$ cat config.mk
export PLATFORM = sky130hd
export DESIGN_NAME = ms_watchdog
export DESIGN_NICKNAME = d
export VERILOG_FILES = /design/src/rtl/wd_pkg.sv /design/src/rtl/wd_prescaler.sv /design/src/rtl/wd_ms_counter.sv /design/src/rtl/wd_pulse_stretch.sv /design/src/rtl/ms_watchdog.sv
export SDC_FILE = /design/constraint.sdc
export NUM_CORES = 1
export LEC_CHECK = 0
export BUFFER_PORTS_ARGS = -buffer_cell sky130_fd_sc_hd__buf_2
export CORE_MARGIN = 5
export CORE_UTILIZATION = 60
export DETAILED_ROUTE_END_ITERATION = 8
export MAX_ROUTING_LAYER = met4
export PLACE_DENSITY_LB_ADDON = 0.15
export SLEW_MARGIN = 40
export SYNTH_ARGS = -nofsm -noshare
export SYNTH_HDL_FRONTEND = slang
export SYNTH_SLANG_ARGS = --single-unit
$ cat constraint.sdc
create_clock -name clk -period 4.1 [get_ports clk]
set_input_delay 0.615 -clock clk [delete_from_list [all_inputs] [get_ports clk]]
set_output_delay 0.615 -clock clk [all_outputs]
set_load 0.1 [all_outputs]
$ cat src/rtl/wd_pkg.sv
package wd_pkg;

    localparam int WD_PERIOD_W = 16;
    localparam int WD_PULSE_LEN = 32;

    typedef logic [WD_PERIOD_W-1:0] wd_period_t;

    // control decoded from the block's inputs for one cycle
    typedef struct packed {
        logic       load;     // period register written
        logic       restart;  // bit or pin restart
        wd_period_t value;    // data presented with the write
    } wd_ctrl_t;

    typedef enum logic [1:0] {
        WD_OFF     = 2'b00,
        WD_RUNNING = 2'b01,
        WD_CLEARED = 2'b10
    } wd_state_e;

    function automatic logic wd_period_live(input wd_period_t p);
        return p != '0;
    endfunction

    function automatic logic wd_stop_write(input wd_ctrl_t c);
        return c.load && !wd_period_live(c.value);
    endfunction

endpackage

$ cat src/rtl/wd_prescaler.sv
module wd_prescaler #(
    parameter int DIV = 100000
) (
    input  logic clk,
    input  logic rst,
    input  logic run,
    input  logic clear,
    output logic tick
);
    localparam int CW = (DIV > 1) ? $clog2(DIV) : 1;
    localparam logic [CW-1:0] LAST = CW'(DIV - 1);

    logic [CW-1:0] cnt_q;

    generate
        if (DIV == 1) begin : g_passthru
            assign tick = run && !clear;
            always_ff @(posedge clk) begin
                cnt_q <= '0;
            end
        end else begin : g_divide
            assign tick = run && !clear && (cnt_q == LAST);
            always_ff @(posedge clk) begin
                if (rst || clear || !run) begin
                    cnt_q <= '0;
                end else if (cnt_q == LAST) begin
                    cnt_q <= '0;
                end else begin
                    cnt_q <= cnt_q + 1'b1;
                end
            end
        end
    endgenerate
endmodule

$ cat src/rtl/wd_ms_counter.sv
module wd_ms_counter
    import wd_pkg::*;
(
    input  logic       clk,
    input  logic       rst,
    input  logic       tick,
    input  logic       clear,
    input  wd_period_t period,
    output logic       expire
);
    wd_period_t ms_q;
    wd_period_t last_ms;

    assign last_ms = period - 1'b1;
    assign expire  = tick && !clear && wd_period_live(period) && (ms_q == last_ms);

    always_ff @(posedge clk) begin
        if (rst || clear || !wd_period_live(period)) begin
            ms_q <= '0;
        end else if (expire) begin
            ms_q <= '0;
        end else if (tick) begin
            ms_q <= ms_q + 1'b1;
        end
    end
endmodule

$ cat src/rtl/wd_pulse_stretch.sv
module wd_pulse_stretch #(
    parameter int LEN = 32
) (
    input  logic clk,
    input  logic rst,
    input  logic fire,
    input  logic kill,
    output logic pulse
);
    localparam int CW = $clog2(LEN + 1);
    localparam logic [CW-1:0] LOAD = CW'(LEN);

    logic [CW-1:0] left_q;

    always_ff @(posedge clk) begin
        if (rst || kill) begin
            left_q <= '0;
        end else if (fire) begin
            left_q <= LOAD;
        end else if (left_q != '0) begin
            left_q <= left_q - 1'b1;
        end
    end

    assign pulse = (left_q != '0);
endmodule

$ cat src/rtl/ms_watchdog.sv
module ms_watchdog
    import wd_pkg::*;
#(
    parameter int CLKS_PER_MS = 100000,
    parameter int PULSE_LEN   = WD_PULSE_LEN
) (
    input  logic                   clk,
    input  logic                   rst,
    input  logic                   period_wr,
    input  logic [WD_PERIOD_W-1:0] period_wdata,
    input  logic                   restart_strobe,
    input  logic                   restart_pin,
    input  logic                   restart_pin_en,
    output logic                   wd_expire_irq,
    output logic                   wd_pulse
);
    wd_ctrl_t   ctrl;
    wd_period_t period_q;
    wd_state_e  state;
    logic       tick;
    logic       expire;
    logic       clear_cnt;
    logic       irq_q;

    always_comb begin
        ctrl.load    = period_wr;
        ctrl.restart = restart_strobe || (restart_pin && restart_pin_en);
        ctrl.value   = period_wdata;
    end

    assign clear_cnt = ctrl.load || ctrl.restart;

    always_comb begin
        if (!wd_period_live(period_q)) begin
            state = WD_OFF;
        end else if (clear_cnt) begin
            state = WD_CLEARED;
        end else begin
            state = WD_RUNNING;
        end
    end

    always_ff @(posedge clk) begin
        if (rst) begin
            period_q <= '0;
        end else if (ctrl.load) begin
            period_q <= ctrl.value;
        end
    end

    wd_prescaler #(.DIV(CLKS_PER_MS)) u_pre (
        .clk   (clk),
        .rst   (rst),
        .run   (state != WD_OFF),
        .clear (clear_cnt),
        .tick  (tick)
    );

    wd_ms_counter u_cnt (
        .clk    (clk),
        .rst    (rst),
        .tick   (tick),
        .clear  (clear_cnt),
        .period (period_q),
        .expire (expire)
    );

    always_ff @(posedge clk) begin
        if (rst) begin
            irq_q <= 1'b0;
        end else begin
            irq_q <= expire && (state == WD_RUNNING);
        end
    end

    wd_pulse_stretch #(.LEN(PULSE_LEN)) u_pulse (
        .clk   (clk),
        .rst   (rst),
        .fire  (expire && (state == WD_RUNNING)),
        .kill  (wd_stop_write(ctrl)),
        .pulse (wd_pulse)
    );

    assign wd_expire_irq = irq_q;
endmodule

* Yosys cells after proc, flatten, opt, wreduce, memory -nomap -nowiden *
Cells that the tools add are included.

word-level totals
  register bits = 56
  output and inout port bits = 2
  word-level logic and storage cells = 43

cells by class
  reduce and logical (&&, ||, !) cells = 26
  mux-type cells = 4
  $add $sub $neg = 4
  equal/unequal tests = 3

operators by type and width
  cell                   count
  $reduce_bool 16->1     2
  $add 17x1->17 const B  1
  $eq 17x17->1 const B   1
  $add 16x1->16 const B  1
  $eq 16x16->1           1
  $sub 16x1->16 const B  1
  $mux 6                 2
  $logic_and 1x1->1      8
  $logic_or 1x1->1       6
  $reduce_bool 6->1      1
  $reduce_or 2->1        3
  $sub 6x1->6 const B    1
  $logic_not 1->1        4
  $mux 2                 2
  $reduce_bool 2->1      2
  $eq 2x1->1 const B     1

* Depth between registers and ports, before layout *
Gate-level depths: netlist (run 1).

  word-level depth = 13
  depth in mapped cells = 10
  depth with buffers taken out = 8

* Modules after synthesis *
A second synthesis (run 1) with hierarchy kept.

second synthesis, totals
  cell total of the unflattened synthesis = 377
  area total of the unflattened synthesis = 3308.2 µm²

modules (own cells, without submodules)
  module            sequential area each (µm²)  cells an instance  area each (µm²)  instances
  wd_ms_counter     320.3                       184                1453.9           1
  wd_prescaler      340.3                       89                 825.8            1
  ms_watchdog       340.3                       70                 701.9            1
  wd_pulse_stretch  120.1                       34                 326.6            1

* Worst setup path before layout (run 1) *
No wires, ideal clock.

  path kind = register -> register
  from = register period_q[0]
  to = register u_cnt.ms_q[10]
  arrival = 2291 ps
  cell stages (with the launch flop) = 10
  path slack = 1686 ps
  data required time = 3977 ps
  period minus slack after synthesis = 2414 ps
  cells stage by stage = dfxtp_1 -> inv_1 -> ha_1 -> clkbuf_1 -> nor3b_1 -> and4_1 -> or4_1 -> nor4_1 -> xnor2_1 -> nor3_2

between the ends
  longest elaborated chain between the ends = 9

ends and longest elaborated chain
  what                                                                   line                 RTL
  start: declaration                                                     ms_watchdog.sv:18    wd_period_t period_q;
  start signal: assignment                                               ms_watchdog.sv:47    period_q <= ctrl.value;
  parallel branches: the longest is 9 deep, another holds $sub 16x1->16  n/a
  end signal: assignment                                                 wd_ms_counter.sv:23  ms_q <= ms_q + 1'b1;
  end: declaration                                                       wd_ms_counter.sv:11  wd_period_t ms_q;

Parallel ways; which one is timed is not known.
A chain may end at the register's enable or synchronous reset.

* Worst setup path after layout (run 1) *
  from = register period_q[0]
  to = register u_cnt.ms_q[6]

Same word-level chain as after synthesis.

==> results of run 1 <==
how the worst max path moves through the flow:
stage	to	cells after the start
6_report	u_cnt.ms_q[6]	9
5_1_grt	u_cnt.ms_q[4]	9
4_1_cts	u_cnt.ms_q[6]	9
3_5_place_dp	u_pulse.left_q[1]	9
3_3_place_gp	u_cnt.ms_q[6]	9
2_1_floorplan	u_cnt.ms_q[10]	9
area by class of cell:
type / instances / area share
Sequential cell: 56 / 0.3332
Clock inverter: 3 / 0.006694
Inverter: 9 / 0.01004
Multi-Input combinational cell: 279 / 0.5671
Clock buffer: 5 / 0.02045
Timing Repair Buffer: 24 / 0.03644
Tap cell: 70 / 0.02603
cell usage after synthesis, types with 6 or more instances:
cell,n,area (um2)
sky130_fd_sc_hd__nor4_1,13,81.33
sky130_fd_sc_hd__xor2_1,30,262.8
sky130_fd_sc_hd__xnor2_1,20,175.2
sky130_fd_sc_hd__dfxtp_1,56,1121
sky130_fd_sc_hd__nand3_1,17,85.08
sky130_fd_sc_hd__nor2_1,50,187.7
sky130_fd_sc_hd__nand2_1,22,82.58
sky130_fd_sc_hd__nor3_1,11,55.05
sky130_fd_sc_hd__mux2i_1,18,180.2
sky130_fd_sc_hd__or4_1,6,45.04
sky130_fd_sc_hd__clkbuf_1,11,41.29
sky130_fd_sc_hd__nand4_1,10,62.56
sky130_fd_sc_hd__and3_1,11,68.82
sky130_fd_sc_hd__inv_1,9,33.78
sky130_fd_sc_hd__nor3_2,20,200.2
where the power goes:
| part | switching, W | internal, W |
|---|---|---|
| sequential | 0.0000410 | 0.000582 |
| clock | 0.000182 | 0.000123 |
| combinational | 0.000221 | 0.000136 |
| total | 0.000444 | 0.000840 |
layer usage:
layer,vias up,GRT usage
met5,-,-
met4,0,0.08497
met3,12,0.03796
met2,40,0.3718
met1,1190,0.2704
li1,1305,-
through the flow:
step / hold WS, ps / util
2_1_floorplan: 426.0 / -
3_3_place_gp: 438.7 / 0.6406
3_5_place_dp: 445.2 / 0.6409
4_1_cts: 471.7 / 0.6587
5_1_grt: 509.9 / 0.6587
6_report: 467.2 / 0.6587
logic make-up (layout without fill, tap and decap cells):
logic type      count (synthesis)  after routing  synth area share
compound gates                 24             24           0.05712
xor+xnor                       50             50            0.1388
fa+ha+maj                       5              5           0.01983
buf+inv                        27             41           0.04006
flops                          56             56            0.3554
mux                            18             18           0.05712
simple gates                  182            182            0.3316
placed cells by master (no fill, tap or decap), drive strengths merged, types with 5 or more instances in the layout:
cell and instances:
clkbuf 5, nand4 10, nor4 13, mux2i 18, and3 11, nor2 50
nand3 17, buf 24, xnor2 20, xor2 30, ha 5, nand2 22
dfxtp 56, inv 10, or4 6, a21oi 5, o21ai 5, nor3 31
and4 5
registers in the layout (all words and copies together) (netlist names):
register	count
wd_expire_irq	1
u_cnt.ms_q	16
u_pre.cnt_q	17
u_pulse.left_q	6
period_q	16
worst reg2reg max path, cell delays in order (launching register included):
cell and delay [ps]:
sky130_fd_sc_hd__dfxtp_1 480, sky130_fd_sc_hd__inv_1 80, sky130_fd_sc_hd__ha_1 320, sky130_fd_sc_hd__nor3b_1 210, sky130_fd_sc_hd__and4_1 240, sky130_fd_sc_hd__nor3_1 190, sky130_fd_sc_hd__buf_4 230, sky130_fd_sc_hd__nor4b_1 260
sky130_fd_sc_hd__and4_4 510, sky130_fd_sc_hd__nor3_2 90
==> results_dict.tcl, run 1 <==
set metrics [dict create \
    critical_path.startpoint_type "flop" \
    fin_crit_ps 2736 \
    route.met3.wl_um 179 \
    synth-edff-count 0 \
    critical_path_peak_fanout 21 \
    wire_length_of_the_first_global_routing_pass_mm 11.55 \
    r2r_start "period_q[0]" \
    clock-sinks 56 \
    maxCapViolations 0 \
    final-instance-count-excl-fill 446 \
    start_util 0.6176 \
    tritoncts "done" \
    cp_top_family "simple AND/OR/NAND/NOR gates" \
    cp_data_required_time_ps 4280 \
    die_x_um 82.51 \
    timing_worst_slew_pin_value_ps 669.3 \
    vdd_ir_drop_max_mv 0.2819 \
    first_global_vias 2469 \
    final_layout_size_suffix_gt1_frac 0.1463 \
    detailedRoute.firstIterationViolations 178 \
    grt_start_max_net_pins 22 \
    p_leak_nw 1.265 \
    critical_path_buf_inv_count 2 \
    grt_use_total 0.2233 \
    synth_cell_type_count 45 \
    design.final.nets 402 \
    hold_path.class "flop to flop" \
    place_ws_ps 1418 \
    fill_cells 423 \
    cp_slowest_cell "sky130_fd_sc_hd__and4_4" \
    synthesis.nets 389 \
    synth_async_sr_flop_share 0 \
    rsz0062_at_grt "no" \
    critical-path-max-stage-delay_ps 510 \
    total_negative_slack_ps 0 \
    avgSynthCellArea_um2 8.713 \
    worst-endpoint-arrival_ps 2920 \
    worst_r2r_path_depth 9 \
    placement.io_buffers 23 \
    final-seq-area_um2 1121 \
    clock_path_buffers 2 \
    syn-instance-count 362 \
    type_of_the_worst_setup_path "flop to flop" \
    worst_hold_path.endpoint "u_pre.cnt_q[0]" \
    timing.final.max_slew_violations 0 \
    num_vias 2547 \
    topRoutingLayerUsed "met4" \
    post_cts_hold_buffer_count 0 \
    clk_pin_slew_ps 100 \
    finalWorstSetupSlack_ps 1364 \
    finalInstanceArea_um2 3364 \
    rows 26 \
    crit_path_end_kind "flop" \
    routed_via_density 5.711 \
    met2_wirelength_mm 3.358 \
    report.final.setup_viol 0 \
    die_h_um 82.51 \
    reg2reg_slack_ps 1360 \
    routed_antenna_nets 0 \
    met1Wirelength_mm 2.965 \
    cts.root.buffer_cell "sky130_fd_sc_hd__clkbuf_8" \
    synthesis.yosys.warnings 0 \
    dpl.cell_count 438 \
    wirelength_mm 6.662 \
    hold_viol 0 \
    timing.max_slew.rel_slack 0.5497 \
    total_die_area_um2 6807 \
    synth-main-ff-cell "sky130_fd_sc_hd__dfxtp_1" \
    drt_drc_violations_left 0 \
    core-area_um2 5107 \
    share_of_the_clock_period_used_by_the_worst_path_after_layout 0.6673 \
    dr.pass1.iters 4 \
    syn_area_um2 3154 \
    cts-htree-levels 2 \
    reg2reg_to "u_cnt.ms_q[6]" \
    clock_insertion_delay_at_the_later_pin_of_the_skew_report_ps 310 \
    p_total_w 0.001284 \
    wl_per_cell_um 14.94 \
    detailed_place.area_um2 3273 \
    worst_setup_path_startpoint "period_q[0]" \
    dpl.hpwl_mm 5.030 \
    grt_antenna_before_repair 0 \
    postCtsResizedCells 0 \
    postCtsSetupRepairBufs 0 \
    holdPathStages 1 \
    overflow 0 \
    outcome "finished clean" \
    worst_clock_skew_ps 10.86 \
    power_density_nw_per_um2 381.5 \
    area_occupied_by_multi_input_gates_um2 1908 \
    synth_seq_area_share 0.3554 \
    hp-start "u_pre.cnt_q[0]" \
    io_pins 24 \
    cts_made_buffers 5 \
    antennaDiodeCount 0 \
    area.growth.synth_to_final_pct 6.664 \
    synth-seq-cells 56 \
    path_cells "inv_1, ha_1, nor3b_1, and4_1, nor3_1, buf_4, nor4b_1, and4_4, nor3_2" \
    max_freq_mhz 365.5 \
    finalWeightedCongestion 0.9405 \
]
No activity file was read; power rests on OpenSTA's default activity.
==> inputs of run 2 (changes only) <==
==> constraint.sdc (replaced) <==
create_clock -name clk -period 2.71 [get_ports clk]
set_input_delay 0.4065 -clock clk [delete_from_list [all_inputs] [get_ports clk]]
set_output_delay 0.4065 -clock clk [all_outputs]
set_load 0.1 [all_outputs]
==> run 2 against run 1 <==
Wire length down 1.2%. Non-clock buffer count rose by 11. Core utilization grew 2.0 points. Cell area rose by 3.0%. Largest cell class unchanged. Register-to-register slack worse by 1200 ps. Largest power group unchanged. Clock power up 57%. Setup slack got worse by 1200 ps. Sequential power grew 50%. Cell count is 2.5% higher. Die area is the same. Hold slack got worse by 120 ps.
==> results_dict.tcl, run 2 (synthesis results as in run 1) <==
set metrics [dict create \
    holdPathStages 3 \
    place_ws_ps 198.4 \
    hold_viol 0 \
    max_freq_mhz 389.0 \
    wl_per_cell_um 14.41 \
    crit_path_end_kind "flop" \
    cts.root.buffer_cell "sky130_fd_sc_hd__clkbuf_8" \
    report.final.setup_viol 0 \
    postCtsSetupRepairBufs 0 \
    cts_made_buffers 5 \
    clock_power_share 0.241 \
    dr.pass1.iters 5 \
    tritoncts "done" \
    timing.max_slew.rel_slack 0.5931 \
    worst-endpoint-arrival_ps 2760 \
    placement.io_buffers 23 \
    switching_pwr_w 0.0006689 \
    design.final.nets 413 \
    num_vias 2630 \
    clock_insertion_delay_at_the_later_pin_of_the_skew_report_ps 310 \
    wire_length_of_the_first_global_routing_pass_mm 11.36 \
    clock_path_buffers 2 \
    reg2reg_to "u_cnt.ms_q[7]" \
    p_leak_nw 1.319 \
    total_negative_slack_ps 0 \
    hp-start "period_wdata[13]" \
    vdd_ir_drop_max_mv 0.5888 \
    finalWeightedCongestion 0.8534 \
    routed_antenna_nets 0 \
    hold_path.class "input pin to flop" \
    finalWorstSetupSlack_ps 139.2 \
    cp_data_required_time_ps 2900 \
    area.growth.synth_to_final_pct 9.917 \
    top_flop_regs "u_pre.cnt_q (17), period_q (16), u_cnt.ms_q (16)" \
    die_h_um 82.51 \
    postCtsResizedCells 0 \
    outcome "finished clean" \
    timing_worst_slew_pin_value_ps 604.7 \
    worst_r2r_path_depth 7 \
    share_of_the_clock_period_used_by_the_worst_path_after_layout 0.9487 \
    rsz0062_at_grt "no" \
    die_x_um 82.51 \
    dpl.hpwl_mm 4.951 \
    critical_path_peak_fanout 12 \
    first_global_vias 2428 \
    type_of_the_worst_setup_path "flop to flop" \
    detailedRoute.firstIterationViolations 200 \
    core-area_um2 5107 \
    p_int_w 0.001306 \
    clk_pin_slew_ps 100 \
    p_total_w 0.001975 \
    r2r_start "period_q[5]" \
    antennaDiodeCount 0 \
    final_util 0.6788 \
    timing.final.max_slew_violations 0 \
    grt_antenna_before_repair 0 \
    most-common-layout-cells "56 x sky130_fd_sc_hd__dfxtp_1, 50 x sky130_fd_sc_hd__nor2_1, 30 x sky130_fd_sc_hd__xor2_1" \
    cts-htree-levels 2 \
    fin_crit_ps 2571 \
    grt_start_max_net_pins 21 \
    largest_reg_flops 17 \
    worst_hold_path.endpoint "period_q[13]" \
    routed_via_density 5.755 \
    maxCapViolations 0 \
    seqPwrFrac 0.472 \
    wirelength_mm 6.584 \
    p_sw_frac 0.3388 \
    overflow 0 \
    clock-sinks 56 \
    worst_clock_skew_ps 10.99 \
    reg2reg_slack_ps 140 \
    rows 26 \
    drt_drc_violations_left 0 \
    grt_use_total 0.2171 \
    top_register "u_pre.cnt_q" \
    total_die_area_um2 6807 \
    power_density_nw_per_um2 569.5 \
    mostFrequentLayoutCell "sky130_fd_sc_hd__dfxtp_1" \
    final_layout_size_suffix_gt1_frac 0.1680 \
    start_util 0.6176 \
    io_pins 24 \
    critical_path.startpoint_type "flop" \
    holdWs_ps 349.2 \
    post_cts_hold_buffer_count 0 \
    power_frac_comb 0.287 \
]
-- run 2: critical path, stage by stage, from the launching register on --
cell and delay (ps):
sky130_fd_sc_hd__dfxtp_1 370, sky130_fd_sc_hd__or4_1 570, sky130_fd_sc_hd__or4_1 520, sky130_fd_sc_hd__o22ai_1 160, sky130_fd_sc_hd__o311a_1 220, sky130_fd_sc_hd__and4_4 380
sky130_fd_sc_hd__buf_12 180, sky130_fd_sc_hd__nor3_2 50
-- run 2: cell type report --
cell class	instances	area, um2
Clock buffer	7	86.33
Clock inverter	1	7.507
Fill cell	422	1640
Inverter	9	33.78
Multi-Input combinational cell	279	1913
Sequential cell	56	1121
Tap cell	70	87.58
Timing Repair Buffer	35	217.7
-- run 2: power groups by stage --
| stage | logic, W | registers [W] | clock network (W) |
|---|---|---|---|
| after CTS | 0.000568 | 0.000933 | 0.000483 |
| after detailed placement | 0.000563 | 0.000952 | 0 |
| after floorplan | 0.000462 | 0.000939 | 0 |
| after global routing | 0.000626 | 0.000937 | 0.000525 |
| final | 0.000566 | 0.000933 | 0.000476 |
| after global placement | 0.000551 | 0.000948 | 0 |
-- run 2: how the worst max path moves through the flow --
stage / cells after the start / to / from
after floorplan: 9 / u_cnt.ms_q[10] / period_q[0]
after global placement: 7 / u_cnt.ms_q[1] / period_q[5]
after detailed placement: 7 / u_cnt.ms_q[4] / period_q[5]
after CTS: 7 / u_cnt.ms_q[7] / period_q[5]
after global routing: 7 / u_cnt.ms_q[1] / u_pre.cnt_q[10]
final: 7 / u_cnt.ms_q[7] / period_q[5]
-- run 2: metrics by stage --
stage                     cell area [um2]  std cells
after floorplan                      3154        362
after global placement               3367        449
after detailed placement             3367        449
after CTS                            3461        457
after global routing                 3467        457
final                                3467        457
-- run 2: layer usage --
metal	GRT usage	part of all wire	vias up
li1	-	-	1330
met4	0.02941	0.0077	0
met3	0.03254	0.033	7
met1	0.2986	0.49	1238
met5	-	0	-
met2	0.3478	0.47	55
